--- config.mk ---
export PLATFORM = sky130hd
export DESIGN_NAME = crpack
export DESIGN_NICKNAME = d
export VERILOG_FILES = /design/src/rtl/crpack.sv
export SDC_FILE = /design/constraint.sdc
export NUM_CORES = 1
export LEC_CHECK = 0
export ABC_AREA = 1
export BUFFER_PORTS_ARGS = -buffer_cell sky130_fd_sc_hd__buf_2
export CAP_MARGIN = 0
export CORE_ASPECT_RATIO = 0.6
export CORE_UTILIZATION = 57
export CTS_CLUSTER_SIZE = 40
export DETAILED_ROUTE_END_ITERATION = 8
export GPL_ROUTABILITY_DRIVEN = 0
export GPL_TIMING_DRIVEN = 0
export MAX_ROUTING_LAYER = met4
export PLACE_DENSITY = 0.9
export SETUP_SLACK_MARGIN = 0.3
export SYNTH_ARGS = -nofsm -noshare
export SYNTH_HDL_FRONTEND = slang
export SYNTH_SLANG_ARGS = --single-unit
--- constraint.sdc ---
create_clock -name clk -period 5.2 [get_ports clk]
set_input_delay 0.78 -clock clk [delete_from_list [all_inputs] [get_ports clk]]
set_output_delay 0.78 -clock clk [all_outputs]
set_load 0.02 [all_outputs]
--- src/rtl/crpack.sv ---
module crpack #(
  parameter int IDXW = 8,
  parameter int REGW = 5
) (
  input  logic            clk,
  input  logic            rst_n,
  input  logic [1:0]      cfg_pack,
  input  logic [1:0]      cfg_wsel,
  input  logic            cfg_nib,
  input  logic            cfg_scalar,
  input  logic [REGW-1:0] cfg_base,
  input  logic            in_valid,
  input  logic [IDXW-1:0] in_idx,
  input  logic [3:0]      in_res,
  input  logic            in_last,
  output logic            wr_en,
  output logic [REGW-1:0] wr_reg,
  output logic [2:0]      wr_lane,
  output logic [63:0]     wr_data
);

  logic [63:0] acc;

  logic [2:0] nib_lim, capl3;
  assign nib_lim = {1'b0, cfg_wsel} + 3'd1;
  assign capl3   = (cfg_nib && ({1'b0, cfg_pack} > nib_lim)) ? nib_lim : {1'b0, cfg_pack};

  logic [1:0] capl, lprl;
  assign capl = capl3[1:0];
  assign lprl = 2'd3 - cfg_wsel;

  logic [IDXW-1:0] capmask, slot, elem;
  assign capmask = ~({IDXW{1'b1}} << capl);
  assign slot    = in_idx & capmask;
  assign elem    = in_idx >> capl;

  logic [2:0]      lane;
  logic [REGW-1:0] reg_idx;
  assign lane    = elem[2:0] & ~(3'b111 << lprl);
  assign reg_idx = cfg_base + REGW'(elem >> lprl);

  logic [5:0] pos;
  logic       in_range, full;
  always_comb begin
    if (cfg_scalar) begin
      pos      = cfg_nib ? {in_idx[3:0], 2'b00} : in_idx[5:0];
      in_range = cfg_nib ? ((in_idx >> 4) == '0) : ((in_idx >> 6) == '0);
      full     = cfg_nib ? (in_idx == IDXW'(15)) : (in_idx == IDXW'(63));
    end else begin
      pos      = cfg_nib ? {slot[3:0], 2'b00} : slot[5:0];
      in_range = 1'b1;
      full     = (slot == capmask);
    end
  end

  logic [63:0] val, merged;
  assign val    = cfg_nib ? {60'd0, in_res} : {63'd0, in_res[0]};
  assign merged = in_range ? (acc | (val << pos)) : acc;

  logic flush;
  assign flush = in_valid && (full || in_last);

  always_ff @(posedge clk) begin
    if (!rst_n) begin
      acc     <= '0;
      wr_en   <= 1'b0;
      wr_reg  <= '0;
      wr_lane <= '0;
      wr_data <= '0;
    end else begin
      wr_en <= flush;
      if (in_valid) begin
        acc     <= flush ? '0 : merged;
        wr_data <= merged;
        wr_reg  <= cfg_scalar ? cfg_base : reg_idx;
        wr_lane <= cfg_scalar ? 3'd0 : lane;
      end
    end
  end

  AST_NO_STRAY_WRITE: assert property (@(posedge clk) disable iff (!rst_n)
    wr_en |-> $past(in_valid)) else $error("stray write");

  AST_LAST_FLUSHES: assert property (@(posedge clk) disable iff (!rst_n)
    (in_valid && in_last) |=> wr_en) else $error("last not flushed");

  AST_UPPER_ZERO: assert property (@(posedge clk) disable iff (!rst_n)
    (wr_en && !$past(cfg_scalar)) |-> ((wr_data >> (7'd8 << $past(cfg_wsel))) == 64'd0))
    else $error("data above element width");

  AST_SCALAR_TARGET: assert property (@(posedge clk) disable iff (!rst_n)
    (wr_en && $past(cfg_scalar)) |-> (wr_reg == $past(cfg_base) && wr_lane == 3'd0))
    else $error("scalar target wrong");

  AST_LANE_RANGE: assert property (@(posedge clk) disable iff (!rst_n)
    wr_en |-> ({1'b0, wr_lane} < (4'd8 >> $past(cfg_wsel))))
    else $error("lane out of range");

endmodule

==> impl_metrics.yaml <==
run_status:
  status: "finished, final reports clean"
global_route:
  grt_max_degree: 17
  grt_usage_pct: 34.5
  grt_antenna_before_repair: 1
  grt_pass1_vias: 6450
  grt_pass1_wl_mm: 31.6
  grt-ovfl-total: 0
clock_network:
  cts_buffers: 17
  clk_pin_slew_worst_paths_ns: 0.06
  post_cts.repair.setup_buffers: 0
  cts_buffer_depth: 2
  cts_root_buf: "clkbuf_16"
  cts.sinks: 137
  cts_max_level: 4
  cts_tree: "yes"
  clk_latency_ns: 0.42
synthesis:
  synth_cells: 996
  syn_nets: 1031
  synth_top_area_share_pct: 40.4
  synth_top_area_cell: "dfxtp_1"
  ys_types: 37
  synthTopCellsByArea: "dfxtp_1, nor2_1, inv_1"
  yosys_warnings: 0
  ys_seq_area_share_pct: 40.4
  syn_area_per_cell_sq_um: 6.81
  synth_flop_cell: "dfxtp_1"
  async_flop_share_pct: 0
  synth_edf_count: 0
  syn-cell-area_sq_um: 6780
  ys_ff_latch: 137
timing:
  layout_worst_path_cycle_share_pct: 87.1
  setup-violations-final: 0
  rsz0062_at_grt: "false"
  tightest_slew_ns: 0.697
  fin_setup_tns_ns: 0
  slew_violations: 0
  max_slew_margin_pct: 53.5
  holdWs_ns: 0.461
  skew_ns: 0.00907
  finalHoldViolCount: 0
  max_freq_mhz: 221
  period_needed_ns: 4.53
  setup_slack_ns: 0.669
place:
  numPortBuffers: 97
  dp_cells: 1253
  hpwlAfterDp_mm: 14.2
  placed_area_sq_um: 7470
  pre_cts_ws_ns: 0.178
power:
  p_leak_uw: 0.00387
  peakVddDrop_uv: 239
  p_per_area_nw_per_um2: 342
layout:
  fin_cells: 1286
  most-common-layout-cells: "nor2_1, inv_1, nand2_1"
  n_fill_cell: 933
  design_area_sq_um: 8090
  area_growth_pct: 19.3
  final_common_cell: "nor2_1"
  nets: 1147
  drive_gt1_share_pct: 14.9
setup_path:
  worstSetupPathType: "primary input to register"
  cp_max_fo: 10
  endpoint_kind: "register"
  cp.required_ns: 5.52
  start_kind: "primary input"
  arrival_ns: 4.86
detailed_routing:
  vias: 7235
  wirelength_mm: 19.9
  dr.pass1.iters: 6
  viasPerCell: 5.63
  drt_first_iter_violations: 1001
  wire_per_inst_microns: 15.4
  final_antenna_net_count: 0
  drc: 0
die:
  ios: 100
  core_sq_um: 11400
  rows: 30
  die-area_sq_um: 12400
  die_w_microns: 143
  die_height_microns: 86.5
  initial_utilization_pct: 59.2
hold_path:
  hp-class: "register to register"
job:
  drv_cap: 0
==> cells in the mapped netlist, types with 3 or more instances <==
library cell	count
a21oi_1	75
and3_1	8
buf_1	8
buf_2	12
clkbuf_1	41
dfxtp_1	137
ha_1	7
inv_1	151
inv_2	7
nand2_1	139
nand2_2	3
nand3_1	91
nand4_1	27
nor2_1	156
nor2_4	5
nor3_1	6
o211ai_1	57
o21ai_0	27
o21ai_1	15
==> cell families (layout without fill, tap and decap cells) <==
kind of cell,Yosys count,count (layout),share of synthesized area (%)
AND/OR/NAND/NOR,443,443,29.0
flip-flops,137,137,40.4
other,0,1,0
buffers and inverters,223,352,12.7
AO/OA/AOI/OAI,183,183,16.0
XOR/XNOR,1,1,0.129
adder cells (fa/ha/maj),8,8,1.59
multiplexers,1,1,0.148
==> power by group <==
group	internal, uW	leakage, uW	switching (uW)	total [uW]
logic	131	0.00246	299	430
registers	1080	0.00112	16.8	1100
clock network	771	0.000292	466	1240
==> metal layers <==
metal	up-vias	wire (microns)	GRT usage, %
met5	-	0	-
met4	0	344	11.2
met3	46	2750	10.8
met2	490	8040	48.3
met1	3233	8720	46.8
li1	3466	-	-
==> cell type report <==
cell class,instances,area (sq um),share of cell area (%)
Multi-Input combinational cell,636,3180,39.3
Sequential cell,137,2740,33.9
Inverter,160,604,7.47
Clock buffer,23,498,6.16
Timing Repair Buffer,97,485,6.00
Buffer,63,263,3.25
Tap cell,160,200,2.47
Clock inverter,9,114,1.41
Antenna cell,1,2.50,0.0309
==> critical path, cell delays in order <==
cell and delay (ns):
buf_2 0.10, buf_2 0.21, clkinvlp_4 0.24, ha_1 0.34
inv_1 0.10, nor2_1 0.06, nor2_2 0.13, nand2_1 0.10
nand2_2 0.10, nand2_1 0.10, buf_2 0.20, nand2_1 0.07
o21ai_0 0.11, nand2_1 0.08, o21ai_0 0.21, mux2i_1 0.23
o21ai_0 0.12, ha_1 0.23, fa_1 0.41, a31oi_1 0.26
inv_1 0.07, nand2_1 0.08, nand3_1 0.07, nand2_1 0.08
nand3_1 0.19, nand2_1 0.14, inv_1 0.04
==> timing repair <==
| action | 4_1_cts | 5_1_grt |
|---|---|---|
| hold buffers | 0 | 0 |
| gates resized for setup | 0 | 3 |
| endpoints found under the setup margin | 0 | 1 |
==> final timing paths <==
| kind | from | endpoint | slack, ns | cells after the start |
|---|---|---|---|---|
| setup / recovery | cfg_wsel[0] | wr_reg[4] | 0.67 | 27 |
| hold reg to reg | wr_lane[0] | wr_lane[0] | 0.46 | 2 |
| setup reg to reg | acc[49] | wr_data[49] | 4.31 | 4 |
| hold / removal | wr_lane[0] | wr_lane[0] | 0.46 | 2 |
==> per-stage QoR <==
step	total power, uW	utilization, %
global route	2860	70.7
floorplan	1410	-
finish	2770	70.7
global placement	1520	65.2
CTS	2750	70.6
detailed placement	1530	65.2
Note: power is estimated with default switching activity, not from simulation.
